[src/rtl/vbi_sel_pkg.sv]
package vbi_sel_pkg;

    localparam int LINE_W  = 5;
    localparam int NUM_TGT = 2;
    localparam int TGT_MAIN = 0;
    localparam int TGT_SUB  = 1;

    typedef logic [LINE_W-1:0] line_t;
    localparam line_t LINE_LAST = '1;

    typedef enum logic [1:0] {
        FSEL_FIELD0 = 2'b00,
        FSEL_FIELD1 = 2'b01,
        FSEL_BOTH_A = 2'b10,
        FSEL_BOTH_B = 2'b11
    } fsel_e;

    typedef struct packed {
        logic  valid;   // a vertical sync end has been seen since reset
        logic  ovf;     // more pulses than the count can hold
        line_t cnt;
    } lcnt_t;

    function automatic logic field_allowed(input logic [1:0] sel, input logic fld);
        return sel[1] | (sel[0] == fld);
    endfunction

endpackage

[src/rtl/vbi_sync_edge.sv]
module vbi_sync_edge #(
    parameter int N         = 2,
    parameter int STAGES    = 2,
    parameter logic [N-1:0] FALL_MASK = '0
) (
    input  logic         clk_i,
    input  logic         rst_i,
    input  logic [N-1:0] async_i,
    output logic [N-1:0] edge_o
);

    for (genvar gi = 0; gi < N; gi++) begin : g_bit
        logic [STAGES-1:0] shreg;
        logic              prev;

        always_ff @(posedge clk_i) begin
            if (rst_i) begin
                shreg <= '0;
                prev  <= 1'b0;
            end else begin
                shreg <= {shreg[STAGES-2:0], async_i[gi]};
                prev  <= shreg[STAGES-1];
            end
        end

        if (FALL_MASK[gi]) begin : g_fall
            assign edge_o[gi] = prev & ~shreg[STAGES-1];
        end else begin : g_rise
            assign edge_o[gi] = ~prev & shreg[STAGES-1];
        end
    end

endmodule

[src/rtl/vbi_line_counter.sv]
module vbi_line_counter
    import vbi_sel_pkg::*;
(
    input  logic  clk_i,
    input  logic  rst_i,
    input  logic  vs_fall_i,
    input  logic  hs_rise_i,
    output lcnt_t st_o
);

    lcnt_t st;

    always_ff @(posedge clk_i) begin
        if (rst_i) begin
            st <= '{valid: 1'b0, ovf: 1'b0, cnt: '0};
        end else if (vs_fall_i) begin
            st <= '{valid: 1'b1, ovf: 1'b0, cnt: '0};
        end else if (hs_rise_i) begin
            if (st.cnt == LINE_LAST) st.ovf <= 1'b1;
            else                     st.cnt <= st.cnt + 1'b1;
        end
    end

    assign st_o = st;

    // the end of vertical sync restarts the count
    a_r1_clear: assert property (@(posedge clk_i) disable iff (rst_i)
        vs_fall_i |=> (st.cnt == '0 && !st.ovf && st.valid));

    // overflow sticks until the next clear
    a_r3_ovf_sticky: assert property (@(posedge clk_i) disable iff (rst_i)
        (st.ovf && !vs_fall_i) |=> st.ovf);

    // the count never moves without a horizontal edge
    a_r2_quiet_hold: assert property (@(posedge clk_i) disable iff (rst_i)
        (!vs_fall_i && !hs_rise_i) |=> $stable(st.cnt));

endmodule

[src/rtl/vbi_field_detect.sv]
module vbi_field_detect #(
    parameter int TIMER_W = 12
) (
    input  logic clk_i,
    input  logic rst_i,
    input  logic vs_fall_i,
    input  logic hs_rise_i,
    output logic field_o
);

    localparam logic [TIMER_W-1:0] T_MAX = '1;

    logic [TIMER_W-1:0] elapsed;
    logic [TIMER_W-1:0] period;
    logic               field_q;
    logic [TIMER_W:0]   twice_el;

    assign twice_el = {elapsed, 1'b0};

    always_ff @(posedge clk_i) begin
        if (rst_i) begin
            elapsed <= '0;
            period  <= '0;
        end else if (hs_rise_i) begin
            period  <= (elapsed == T_MAX) ? T_MAX : elapsed + 1'b1;
            elapsed <= '0;
        end else if (elapsed != T_MAX) begin
            elapsed <= elapsed + 1'b1;
        end
    end

    always_ff @(posedge clk_i) begin
        if (rst_i)          field_q <= 1'b0;
        else if (vs_fall_i) field_q <= (twice_el >= {1'b0, period});
    end

    assign field_o = field_q;

    // the field identity changes only at the end of vertical sync
    a_r7_field_hold: assert property (@(posedge clk_i) disable iff (rst_i)
        !vs_fall_i |=> $stable(field_q));

endmodule

[src/rtl/vbi_line_match.sv]
module vbi_line_match
    import vbi_sel_pkg::*;
(
    input  logic       clk_i,
    input  logic       rst_i,
    input  lcnt_t      st_i,
    input  line_t      line_i,
    input  logic [1:0] fsel_i,
    input  logic       field_i,
    output logic       slice_o
);

    logic hit;

    assign hit     = st_i.valid && !st_i.ovf && (st_i.cnt == line_i);
    assign slice_o = hit && field_allowed(fsel_i, field_i);

    // no enable once the count has run past its end
    a_r3_no_slice_past_end: assert property (@(posedge clk_i) disable iff (rst_i)
        st_i.ovf |-> !slice_o);

    // a single-field code blocks the other field
    a_r6_field_gate: assert property (@(posedge clk_i) disable iff (rst_i)
        (slice_o && !fsel_i[1]) |-> (field_i == fsel_i[0]));

    // nothing before the first vertical sync end
    a_r8_wait_first_vsync: assert property (@(posedge clk_i) disable iff (rst_i)
        !st_i.valid |-> !slice_o);

endmodule

[src/rtl/vbi_slice_line_sel.sv]
module vbi_slice_line_sel
    import vbi_sel_pkg::*;
#(
    parameter int SYNC_STAGES = 2,
    parameter int TIMER_W     = 12
) (
    input  logic       clk_i,
    input  logic       rst_i,
    input  logic       vsep_i,
    input  logic       hsep_i,
    input  logic [4:0] main_line_i,
    input  logic [1:0] main_fsel_i,
    input  logic [4:0] sub_line_i,
    input  logic [1:0] sub_fsel_i,
    output logic       main_slice_o,
    output logic       sub_slice_o,
    output logic       field_o
);

    localparam int EV_HS = 0;
    localparam int EV_VS = 1;

    logic [1:0] ev;
    lcnt_t      st;
    logic       field;

    line_t              tgt_line [NUM_TGT];
    logic [1:0]         tgt_fsel [NUM_TGT];
    logic [NUM_TGT-1:0] tgt_slice;

    vbi_sync_edge #(
        .N         (2),
        .STAGES    (SYNC_STAGES),
        .FALL_MASK (2'b10)
    ) sync_i (
        .clk_i   (clk_i),
        .rst_i   (rst_i),
        .async_i ({vsep_i, hsep_i}),
        .edge_o  (ev)
    );

    vbi_line_counter cnt_i (
        .clk_i     (clk_i),
        .rst_i     (rst_i),
        .vs_fall_i (ev[EV_VS]),
        .hs_rise_i (ev[EV_HS]),
        .st_o      (st)
    );

    vbi_field_detect #(
        .TIMER_W (TIMER_W)
    ) fld_i (
        .clk_i     (clk_i),
        .rst_i     (rst_i),
        .vs_fall_i (ev[EV_VS]),
        .hs_rise_i (ev[EV_HS]),
        .field_o   (field)
    );

    assign tgt_line[TGT_MAIN] = main_line_i;
    assign tgt_fsel[TGT_MAIN] = main_fsel_i;
    assign tgt_line[TGT_SUB]  = sub_line_i;
    assign tgt_fsel[TGT_SUB]  = sub_fsel_i;

    for (genvar gt = 0; gt < NUM_TGT; gt++) begin : g_tgt
        vbi_line_match match_i (
            .clk_i   (clk_i),
            .rst_i   (rst_i),
            .st_i    (st),
            .line_i  (tgt_line[gt]),
            .fsel_i  (tgt_fsel[gt]),
            .field_i (field),
            .slice_o (tgt_slice[gt])
        );
    end

    assign main_slice_o = tgt_slice[TGT_MAIN];
    assign sub_slice_o  = tgt_slice[TGT_SUB];
    assign field_o      = field;

    // the main enable only in its programmed line
    a_r4_main_on_line: assert property (@(posedge clk_i) disable iff (rst_i)
        main_slice_o |-> (st.cnt == main_line_i));

    // the sub enable only in its programmed line
    a_r5_sub_on_line: assert property (@(posedge clk_i) disable iff (rst_i)
        sub_slice_o |-> (st.cnt == sub_line_i));

    // outputs quiet in the cycle after reset
    a_r9_reset_quiet: assert property (@(posedge clk_i)
        rst_i |=> (!main_slice_o && !sub_slice_o && !field_o));

endmodule

[config.mk]
export PLATFORM = sky130hd
export DESIGN_NAME = vbi_slice_line_sel
export DESIGN_NICKNAME = d
export VERILOG_FILES = /design/src/rtl/vbi_sel_pkg.sv /design/src/rtl/vbi_sync_edge.sv /design/src/rtl/vbi_line_counter.sv /design/src/rtl/vbi_field_detect.sv /design/src/rtl/vbi_line_match.sv /design/src/rtl/vbi_slice_line_sel.sv
export SDC_FILE = /design/constraint.sdc
export NUM_CORES = 1
export LEC_CHECK = 0
export BUFFER_PORTS_ARGS = -buffer_cell sky130_fd_sc_hd__buf_2
export CORE_AREA = 2 2 76 78
export CTS_BUF_LIST = sky130_fd_sc_hd__clkbuf_4 sky130_fd_sc_hd__clkbuf_8 sky130_fd_sc_hd__clkbuf_16
export DETAILED_ROUTE_END_ITERATION = 16
export DIE_AREA = 0 0 78 80
export GPL_TIMING_DRIVEN = 0
export HOLD_SLACK_MARGIN = 0.15
export MAX_ROUTING_LAYER = met4
export SLEW_MARGIN = 10
export SYNTH_ARGS = -nofsm -noshare
export SYNTH_HDL_FRONTEND = slang
export SYNTH_HIERARCHICAL = 1
export SYNTH_SLANG_ARGS = --single-unit
[constraint.sdc]
create_clock -name clk_i -period 2 [get_ports clk_i]
set_input_delay 0.2 -clock clk_i [delete_from_list [all_inputs] [get_ports clk_i]]
set_output_delay 0.2 -clock clk_i [all_outputs]
set_load 0.005 [all_outputs]
### Yosys cells after proc, flatten, opt, wreduce, memory -nomap -nowiden

Index checks and enable logic that the tools add are counted.
W data, S select, Z words.

| storage, ports and cells | value |
|---|---|
| memories kept | 0 |
| output and inout port bits | 3 |
| register bits after elaboration | 38 |
| bits in latches | 0 |
| bits in read-only memories | 0 |
| input bits | 18 |
| memory bits (writable) | 0 |

| cells by class | value |
|---|---|
| divide/modulo/power cells | 0 |
| $lt $le $gt $ge | 1 |
| add/sub/neg operators | 2 |
| equal/unequal tests | 7 |
| bitwise logic cells | 7 |
| shifts and indexed selects | 0 |
| muxes and demuxes | 1 |
| multiply operators | 0 |
| reductions and logical operators | 10 |

Operators with widths:

| operator | count |
|---|---|
| $ge A13 B12 Y1 | 1 |
| $add A12 B1 Y12 const B | 1 |
| $eq A12 B12 Y1 const B | 1 |
| $mux W12 | 1 |
| $ne A12 B12 Y1 const B | 1 |
| $eq A5 B5 Y1 | 2 |
| $add A5 B1 Y5 const B | 1 |
| $eq A5 B5 Y1 const B | 1 |
| $logic_and A1 B1 Y1 | 5 |
| $reduce_and A2 Y1 | 2 |
| $reduce_or A2 Y1 | 2 |
| $not A1 Y1 | 3 |
| $and A1 B1 Y1 | 2 |
| $eq A1 B1 Y1 | 2 |
| $or A1 B1 Y1 | 2 |
| $logic_not A1 Y1 | 1 |

### Logic depth before layout (Yosys ltp)

| logic depth | value |
|---|---|
| depth in word-level cells | 4 |
| gate-level depth with buffers | 6 |
| mapped depth without buffers | 6 |

### Modules after synthesis

The synthesis kept the hierarchy.

By module, submodules not included:

| module | cells an instance | area an instance (µm²) | times used |
|---|---|---|---|
| vbi_field_detect | 166 | 1446.4 | 1 |
| vbi_line_counter | 33 | 299.0 | 1 |
| vbi_sync_edge | 14 | 175.2 | 1 |
| vbi_line_match | 10 | 80.1 | 2 |

### Least setup slack after synthesis

OpenSTA, ideal clock, no wires.

| timing path | value |
|---|---|
| kind | register to register |
| from | register, netlist name cnt_i/st_o[0] |
| to | register, netlist name cnt_i/st_o[3] |
| data required time | 1.930 ns |
| clock period less this slack | 1.620 ns |
| data arrival time | 1.550 ns |
| setup slack | 0.380 ns |
| setup time | 0.070 ns |
| path buffers | 0 |
| cell stages (with the launch flop) | 7 |
| cells stage by stage | dfxtp_1 -> ha_1 -> and3_1 -> ha_1 -> nand2b_4 -> or3_1 -> a21oi_1 |

| between the ends | value |
|---|---|
| longest elaborated chain between the ends | 3 |
| elaborated cells between the ends (all ways) | 4 |
| classes of those cells | add/sub (1); eq/ne (1); bitwise (1); reduce/logical (1) |

RTL lines:

| item |
|---|
| branches (longest 3 deep; another with $add A5 B1 Y5) |

Parallel ways; which one is timed is not known.
A chain may end at the register's enable or synchronous reset.

### Worst setup path after layout

| timing path | value |
|---|---|
| from | register fld_i.elapsed[0] |
| to | register fld_i.period[5] |

| between the ends | value |
|---|---|
| longest elaborated chain between the ends | 2 |
| elaborated cells between the ends (all ways) | 3 |
| classes of those cells | add/sub (1); eq/ne (1); mux (1) |

RTL lines:

| item | line | text |
|---|---|---|
| start: declaration | vbi_field_detect.sv:13 | `logic [TIMER_W-1:0] elapsed;` |
| start signal: assignment | vbi_field_detect.sv:28 | `elapsed <= elapsed + 1'b1;` |
| $add A12 B1 Y12 or $eq A12 B12 Y1 (tied branches) | vbi_field_detect.sv:25 | `period <= (elapsed == T_MAX) ? T_MAX : elapsed + 1'b1;` |
| $mux W12 * | vbi_field_detect.sv:25 |  |
| end signal: assignment | vbi_field_detect.sv:25 |  |
| end: declaration | vbi_field_detect.sv:14 | `logic [TIMER_W-1:0] period;` |

Every way passes the cells marked *; elsewhere a longest branch is shown, timed or not.

==> results.cfg <==
[grt]
grt_max_degree = 15
grt-ovfl-total = 0
grt_pass1_vias = 1603
grt_util_all_layers_pct = 16.2
grt_pass1_wl_um = 7730
antenna_found_initial = 0

[flow_run]
maxCapViolCount = 0

[floorplan]
initial_core_util_pct = 38.5
die_w_um = 78
dieHeight_um = 80
rows = 27
boundaryPins = 21
dieArea_mm2 = 0.00624
core_area_mm2 = 0.00541

[critical_path]
path_max_fanout = 9
critPathArrivalTime_ns = 1.99
critPathLaunchType = flip-flop
crit_type = flip-flop to flip-flop
required_ns = 2.23
end_kind = flip-flop

[sta]
worst_pin_slew_ns = 0.646
fmax_mhz = 568
setup_violations = 0
rsz0062_at_grt = no
slew_violations = 0
fin_skew_ns = 0.0127
slew_headroom_pct = 56.9
fin_crit_ns = 1.76
fin_crit_sh_pct = 88.1
hold_violations = 0
fin_setup_tns_ns = 0

[pwr]
p_total_mw = 1.77
powerDensity_mw_per_mm2 = 726
ir_drop_v = 0.000441
p_leak_nw = 0.946

[logic_synthesis]
async_flop_share_pct = 0
ys_ff_latch = 38
syn_avg_cell_area_um2 = 8.93
ys_seq_area_share_pct = 36.6
yosysWarnings = 6
synth_nets = 265
netlist_area_mm2 = 0.00208
synthCells = 233
ys.flop_type = dfxtp_1
synth_cell_types = 53
synth_edf_count = 0

[cells_and_area]
layout-drive-gt1-share_pct = 19.0
nFillCells = 566
diodes = 0
final_nets = 294
multiInputGateArea_mm2 = 0.00122
utilization_pct = 45.1
final_common_cell = dfxtp_1
syn_to_final_growth_pct = 17.1
layout_common_cells = 38 x dfxtp_1, 28 x nor2_1, 20 x buf_2, 15 x xnor2_1
finalNonFillerCells = 335
seqCellArea_um2 = 761
final_cell_area_mm2 = 0.00244

[clock_network]
cts_max_path_buffers = 2
htree_levels = 2
ctsRootBufferMaster = clkbuf_8
cts.sinks = 38
cts_buffers = 5
cts_setup_buffers = 0
path_clk_slew_ns = 0.09
clk_latency_ns = 0.30
tritoncts = built

[drt]
first_iter_violations = 48
drtAntennaViolNets = 0
routed_wl_um = 4460
num_vias = 1683
wire_per_inst_um = 13.3
dr.pass1.iters = 4
drc = 0
vias_per_cell = 5.02

[place]
gp_congestion = 0.792
dpl_cell_area_mm2 = 0.00227
detailed_place_hpwl_um = 3180
portBuffers = 20
placedCellCount = 325

[worst_hold_path]
hold_path.class = input pin to flip-flop

[run_status]
status = complete, no violations
==> Yosys cell counts, drive strengths merged, types with 4 or more instances <==
cell type	n	area share (%)
a21oi	9	2.2
a31oi	6	1.8
and3	4	1.3
and4	4	1.7
clkbuf	6	1.1
dfxtp	38	37
ha	14	8.4
inv	14	2.5
nand2	11	2.0
nand2b	5	1.9
nand3	8	2.2
nand4	7	2.8
nor2	28	5.1
nor2b	9	2.9
nor3	5	1.7
o21ai	9	2.2
xnor2	15	6.3
==> timing repair <==
action                                 in CTS  in global routing
hold buffers                                2                  0
endpoints found under the hold margin       2                  0
resized for setup                           1                  1
setup endpoints to repair                   3                  2
==> logic make-up (layout without fill, tap and decap cells) <==
kind of cell               after synthesis  after routing  share of synthesized area, %
xor gates and xnor gates                16             16                          6.74
and+or+nand+nor                         97             97                          27.8
AOI/OAI and AO/OA                       44             44                          14.9
DFF                                     38             38                          36.6
muxes                                    1              1                         0.481
adders and majority gates               14             14                          8.42
buffers and inverters                   23             53                          5.05
==> metal layers <==
| layer | share of wire, % | track usage [%] | wire length, um | vias to the layer above |
|---|---|---|---|---|
| met1 | 49 | 20.0 | 2190 | 762 |
| met5 | 0 | - | 0 | - |
| li1 | - | - | - | 893 |
| met3 | 3.8 | 4.86 | 170 | 6 |
| met4 | 1.4 | 5.26 | 64 | 0 |
| met2 | 46 | 25.5 | 2030 | 22 |
==> through the flow <==
step	setup WS, ns	hold slack (ns)
detailed placement	-0.0551	0.419
global placement	-0.0631	0.411
global route	0.0827	0.261
finish	0.238	0.254
floorplan	0.380	0.266
CTS	0.126	0.255
==> state kept, by name (all words and copies together), names as in the netlist <==
register,count
cnt_i/st_o,7
fld_i/elapsed,12
fld_i/field_o,1
fld_i/period,12
sync_i/g_bit.prev,2
sync_i/g_bit.shreg,4
==> worst max-delay path, cell delays in order, from the launching register on <==
cell,delay (ns)
dfxtp_1,0.48
ha_1,0.28
and3_1,0.19
buf_6,0.14
nand4_4,0.16
and3b_4,0.24
a211oi_2,0.19
==> power breakdown <==
group | internal (mW) | switching (mW) | total, mW
sequential | 0.779 | 0.0206 | 0.799
clock | 0.532 | 0.282 | 0.814
combinational | 0.0754 | 0.0802 | 0.156
==> cell type report <==
class	instances	area share (%)
Inverter	14	2.16
Timing Repair Buffer	22	4.93
Multi-Input combinational cell	172	49.9
Sequential cell	38	31.2
Tap cell	72	3.70
Clock buffer	6	3.39
Clock inverter	2	2.46
Buffer	9	2.21
==> path summary, 6_finish.rpt <==
| path | from | endpoint | slack, ns | cells after the start |
|---|---|---|---|---|
| worst max-delay path | fld_i/elapsed[0]$_SDFFE_PP0N_ | fld_i/period[5]$_SDFFE_PP0P_ | 0.24 | 6 |
| worst min-delay path | rst_i | cnt_i/st_o[6]$_SDFFE_PP0P_ | 0.25 | 2 |
| worst max register to register | fld_i/elapsed[0]$_SDFFE_PP0N_ | fld_i/period[5]$_SDFFE_PP0P_ | 0.24 | 6 |
| worst min register to register | sync_i/g_bit[1].shreg[0]$_SDFF_PP0_ | sync_i/g_bit[1].shreg[1]$_SDFF_PP0_ | 0.44 | 1 |
Note: power is estimated with default switching activity, not from simulation.
